File: src/rtl/bxcv_pkg.sv
package bxcv_pkg;
   typedef enum logic {
      SRC_LIVE   = 1'b0,
      SRC_STORED = 1'b1
   } src_e;

   function automatic logic drive_on(input logic en_n, input logic want_b, input logic side_b);
      return !en_n && (want_b == side_b);
   endfunction
endpackage

File: src/rtl/bxcv_store.sv
module bxcv_store #(
   parameter int W = 8
) (
   input  logic         clk,
   input  logic         rst_n,
   input  logic         ld,
   input  logic [W-1:0] d,
   output logic [W-1:0] q
);
   always_ff @(posedge clk) begin
      if (!rst_n)
         q <= '0;
      else if (ld)
         q <= d;
   end
endmodule

File: src/rtl/bxcv_path.sv
module bxcv_path
   import bxcv_pkg::*;
#(
   parameter int W         = 8,
   parameter bit IDLE_ZERO = 1'b1
) (
   input  src_e         src,
   input  logic         drv,
   input  logic [W-1:0] live,
   input  logic [W-1:0] stored,
   output logic [W-1:0] dout
);
   logic [W-1:0] picked;

   always_comb picked = (src == SRC_STORED) ? stored : live;

   generate
      if (IDLE_ZERO) begin : g_gate
         always_comb dout = drv ? picked : '0;
      end else begin : g_pass
         logic unused_drv;
         always_comb unused_drv = drv;
         always_comb dout = picked;
      end
   endgenerate
endmodule

File: src/rtl/bxcv_group.sv
module bxcv_group
   import bxcv_pkg::*;
#(
   parameter int W         = 8,
   parameter bit IDLE_ZERO = 1'b1
) (
   input  logic         clk,
   input  logic         rst_n,
   input  logic         en_n,
   input  logic         to_b,
   input  logic         ld_a,
   input  logic         ld_b,
   input  logic         b_src_reg,
   input  logic         a_src_reg,
   input  logic [W-1:0] a_din,
   input  logic [W-1:0] b_din,
   output logic [W-1:0] a_dout,
   output logic [W-1:0] b_dout,
   output logic         a_drv,
   output logic         b_drv
);
   logic [W-1:0] reg_a, reg_b;

   bxcv_store #(.W(W)) u_store_a (
      .clk(clk), .rst_n(rst_n), .ld(ld_a), .d(a_din), .q(reg_a)
   );
   bxcv_store #(.W(W)) u_store_b (
      .clk(clk), .rst_n(rst_n), .ld(ld_b), .d(b_din), .q(reg_b)
   );

   always_comb begin
      b_drv = drive_on(en_n, to_b, 1'b1);
      a_drv = drive_on(en_n, to_b, 1'b0);
   end

   bxcv_path #(.W(W), .IDLE_ZERO(IDLE_ZERO)) u_to_b (
      .src(src_e'(b_src_reg)), .drv(b_drv), .live(a_din), .stored(reg_a), .dout(b_dout)
   );
   bxcv_path #(.W(W), .IDLE_ZERO(IDLE_ZERO)) u_to_a (
      .src(src_e'(a_src_reg)), .drv(a_drv), .live(b_din), .stored(reg_b), .dout(a_dout)
   );
endmodule

File: src/rtl/bxcv_top.sv
module bxcv_top #(
   parameter int GROUPS    = 2,
   parameter int GRP_W     = 8,
   parameter bit IDLE_ZERO = 1'b1
) (
   input  logic                    clk,
   input  logic                    rst_n,
   input  logic [GROUPS-1:0]       en_n,
   input  logic [GROUPS-1:0]       to_b,
   input  logic [GROUPS-1:0]       ld_a,
   input  logic [GROUPS-1:0]       ld_b,
   input  logic [GROUPS-1:0]       b_src_reg,
   input  logic [GROUPS-1:0]       a_src_reg,
   input  logic [GROUPS*GRP_W-1:0] a_din,
   output logic [GROUPS*GRP_W-1:0] a_dout,
   output logic [GROUPS-1:0]       a_drv,
   input  logic [GROUPS*GRP_W-1:0] b_din,
   output logic [GROUPS*GRP_W-1:0] b_dout,
   output logic [GROUPS-1:0]       b_drv
);
   localparam int DATA_W = GROUPS * GRP_W;

   generate
      if (GROUPS < 1) begin : g_bad_groups
         $error("bxcv_top: GROUPS must be at least 1");
      end
      if (GRP_W < 1 || DATA_W > 1024) begin : g_bad_width
         $error("bxcv_top: GRP_W out of range");
      end
   endgenerate

   generate
      for (genvar g = 0; g < GROUPS; g++) begin : g_grp
         bxcv_group #(.W(GRP_W), .IDLE_ZERO(IDLE_ZERO)) u_grp (
            .clk       (clk),
            .rst_n     (rst_n),
            .en_n      (en_n[g]),
            .to_b      (to_b[g]),
            .ld_a      (ld_a[g]),
            .ld_b      (ld_b[g]),
            .b_src_reg (b_src_reg[g]),
            .a_src_reg (a_src_reg[g]),
            .a_din     (a_din[g*GRP_W +: GRP_W]),
            .b_din     (b_din[g*GRP_W +: GRP_W]),
            .a_dout    (a_dout[g*GRP_W +: GRP_W]),
            .b_dout    (b_dout[g*GRP_W +: GRP_W]),
            .a_drv     (a_drv[g]),
            .b_drv     (b_drv[g])
         );
      end
   endgenerate
endmodule

File: config.mk
export PLATFORM = sky130hd
export DESIGN_NAME = bxcv_top
export DESIGN_NICKNAME = d
export VERILOG_FILES = /design/src/rtl/bxcv_pkg.sv /design/src/rtl/bxcv_store.sv /design/src/rtl/bxcv_path.sv /design/src/rtl/bxcv_group.sv /design/src/rtl/bxcv_top.sv
export SDC_FILE = /design/constraint.sdc
export NUM_CORES = 1
export LEC_CHECK = 0
export BUFFER_PORTS_ARGS = -buffer_cell sky130_fd_sc_hd__buf_2
export CORE_ASPECT_RATIO = 0.5
export CORE_MARGIN = 2
export CORE_UTILIZATION = 50
export CTS_CLUSTER_SIZE = 14
export DETAILED_ROUTE_END_ITERATION = 10
export HOLD_SLACK_MARGIN = 0.02
export PLACE_DENSITY = 0.94
export SLEW_MARGIN = 20
export SYNTH_ARGS = -nofsm -noshare
export SYNTH_HDL_FRONTEND = slang
export SYNTH_HIERARCHICAL = 1
export SYNTH_SLANG_ARGS = --single-unit
File: constraint.sdc
create_clock -name clk -period 0.8 [get_ports clk]
set_input_delay 0.16 -clock clk [delete_from_list [all_inputs] [get_ports clk]]
set_output_delay 0.16 -clock clk [all_outputs]
set_load 0.02 [all_outputs]
Yosys cells after proc, flatten, opt, wreduce, memory -nomap -nowiden. Cells that the tools add are included. Widths: inputs -> output; s select.

Register bits: 32. Bits of input ports: 46. Output and inout bits: 36. Word-level logic and storage cells: 20.

Muxes and demuxes: 8. Bitwise operators: 2. Reductions and logical operators: 6.

Operators by type and width (count): $mux 8 (8); $logic_and 1x1->1 (4); $logic_not 1->1 (2); $not 1->1 (2).

Depth between registers and ports, before layout.
Word-level depth: 3. Depth in mapped cells: 3. Gate-level depth less buffers: 2.

By module. The synthesis kept the hierarchy.

By module, submodules not included: bxcv_store (times used 4, cells each 25, area each 301.5 um2, sequential area each 160.2 um2); bxcv_path (times used 4, cells each 17, area each 141.4 um2, sequential area each 0.0 um2); bxcv_group (times used 2, cells each 2, area each 17.5 um2, sequential area each 0.0 um2).

Worst setup path after synthesis. No wires, ideal clock.

Path type: input to output. Start point: in to_b[0]. End point: out a_dout[0]. Arrival time: 1022 ps. Data required time: 640 ps. Slack: -382 ps. Stages on the path: 2. Buffers on the path: 0. Cell sequence: nor2_1 > nor2b_1.

Longest elaborated chain between the ends: 3.

Ends and longest elaborated chain: start: declaration (RTL line bxcv_top.sv:9) `input logic [GROUPS-1:0] to_b,`; $not 1->1 (RTL line bxcv_pkg.sv:8) `return !en_n && (want_b == side_b);`; $logic_and 1x1->1 (RTL line bxcv_pkg.sv:8); $mux 8 (RTL line bxcv_path.sv:19) `always_comb dout = drv ? picked : '0;`; end: declaration (RTL line bxcv_top.sv:15) `output logic [GROUPS*GRP_W-1:0] a_dout,`.

Every way passes these cells.

Final worst setup path.
Start point: reg g_grp[1].u_grp.u_store_b.q[4]. End point: out a_dout[12].

Longest elaborated chain between the ends: 2.

Ends and longest elaborated chain: start: declaration (RTL line bxcv_store.sv:8) `output logic [W-1:0] q`; start signal: assignment (RTL line bxcv_store.sv:12) `q <= '0;`; start signal: assignment (RTL line bxcv_store.sv:14) `q <= d;`; $mux 8 (RTL line bxcv_path.sv:15) `always_comb picked = (src == SRC_STORED) ? stored : live;`; $mux 8 (RTL line bxcv_path.sv:19).

Every way passes these cells.

==> impl_metrics.toml <==
[worst_setup_path]
crit_buf_inv = 1
required_ps = 640
path_cells = "mux2i_2 > nor2b_4 > buf_6"
cp.arrival_ps = 1060
path_class = "register to output port"
reg2reg_slack_ps = -70
critical_path.max_stage_delay_ps = 340
critPathSlowestCell = "dfxtp_2"
critPathMaxFanout = 2
cpLargestDelayFamily = "flip-flops"
end_kind = "output port"
start_kind = "register"

[clock_tree]
cts_sinks = 32
path_clk_slew_ps = 80
htree_levels = 2
cts_buffers = 5
cts-root-buf = "clkbuf_8"
clk_latency_ps = 290
cts_buffer_depth = 2
cts_tree = "done"

[timing]
post-route-period-util_pct = 152
tightest_slew_ps = 474
skew_ps = 0
setup_ws_ps = -418
setup_viol = 37
report.final.slew_viol_count = 0
rsz0062_at_grt = "yes"
fmax_mhz = 821
layout_min_cycle_time_ps = 1220
fin_tns_setup_ps = -11800
hold_viol = 0
holdWs_ps = 173
slew_headroom_pct = 68.4

[global_routing]
grt_max_degree = 33
grt_overflow_total = 0
grt_pass1_vias = 1638
antenna_found_initial = 0
grt.total_usage_pct = 25.6
grt_pass1_wl_um = 7710

[cells_and_area]
nets = 307
n_fill_cell = 125
final_cell_mix = "buf_6 (39), buf_2 (38), mux2i_1 (36)"
antenna_cells = 0
areaGrowthSynthToFinish_pct = 75.3
fin_area_um2 = 3170
drive_above_1_share_pct = 74.0
regArea_um2 = 681
final_common_cell = "buf_6"
finalNonFillerCells = 313
multi_input_area_um2 = 1600

[place]
io_buffers = 81
pre_cts_slack_ps = -308
dpl_cell_area_um2 = 2430
hpwl_um = 2930
gp_congestion = 0.774
dp_cells = 296

[job]
cap_violations = 0

[floorplan]
core_um2 = 3450
initial_core_util_pct = 52.3
die_y_um = 46.5
boundaryPins = 82
dieWidth_um = 89.0
die_area_um2 = 4140
fp-row-count = 15

[routing]
drc = 0
wl_per_cell_um = 23.2
avgViaCountPerCell = 5.76
ant_nets = 0
drt-total-wl_um = 7250
vias = 1803
dr.pass1.iters = 5
drtIter0Drc = 87

[power_and_ir_drop]
power.density_nw_per_um2 = 1500
power_leakage_nw = 1.33
peakVddDrop_mv = 2.11

[worst_hold_path]
hold_class = "primary input to register"

[status]
violations = "negative setup slack"
status = "finished, violations left"

[synthesis]
seq_area_frac_synth_pct = 35.5
ys_types = 6
synth_area_per_cell_um2 = 10.5
ys_ff_latch = 32
synth_area_um2 = 1810
syn_inst = 172
yosysWarnings = 6
syn-num-nets = 218
[area by class of cell]
cell class / count / share of cell area (%)
Tap cell: 51 / 2.01
Clock buffer: 5 / 2.17
Multi-Input combinational cell: 136 / 50.4
Clock inverter: 3 / 1.34
Sequential cell: 32 / 21.5
Timing Repair Buffer: 86 / 22.6
[flip-flops by register name, summed over array words and instances (netlist names)]
signal                   count
g_grp.u_grp/u_store_b/q     16
g_grp.u_grp/u_store_a/q     16
[tightest hold or removal path: stages]
cell     delay [ps]
buf_2            90
mux2i_1          70
nor2b_1         100
[per-layer routing]
layer  vias up  GRT usage, %  wire [um]
li1        767             -          -
met1       875          28.5       2860
met2       125          48.4       3440
met3        36          5.91        593
met4         0          11.0        347
met5         -             0          0
[path summary, 6_finish.rpt]
| path | start | end | depth (start not counted) |
|---|---|---|---|
| max | g_grp[1].u_grp/u_store_b/q[4] | a_dout[12] | 3 |
| min | b_din[15] | g_grp[1].u_grp/u_store_b/q[7] | 3 |
| max reg2reg | g_grp[0].u_grp/u_store_a/q[7] | g_grp[0].u_grp/u_store_a/q[7] | 2 |
| min reg2reg | g_grp[1].u_grp/u_store_b/q[7] | g_grp[1].u_grp/u_store_b/q[7] | 2 |
[synthesized netlist by cell type (all sizes together)]
| master | number | area share [%] |
|---|---|---|
| nor2 | 2 | 0.42 |
| nor2b | 66 | 24 |
| mux2i | 64 | 35 |
| dfxtp | 32 | 35 |
| buf | 8 | 5.0 |
[cell families after synthesis]
logic type | Yosys count | synth area share, %
multiplexers | 64 | 35.5
AND/OR/NAND/NOR | 68 | 24.1
flip-flops | 32 | 35.5
buffers and inverters | 8 | 4.99
[through the flow]
step	total power, mW	utilization, %
6_report	4.74	91.7
2_1_floorplan	2.43	-
3_5_place_dp	2.68	70.3
5_1_grt	4.85	91.7
4_1_cts	4.44	85.5
3_3_place_gp	2.64	70.3
[report_power, final]
part / internal, mW / switching, mW
clock network: 0.922 / 0.679
logic: 0.681 / 0.654
registers: 1.71 / 0.0957
total: 3.31 / 1.43
[what timing repair did]
action | in CTS | in global routing
cloned | 4 | 0
resized for setup | 125 | 37
setup endpoints to repair | 36 | 36
hold buffers | 0 | 0
pin swaps | 3 | 0
buffers inserted | 2 | 3
(Power assumes the default switching activity.)
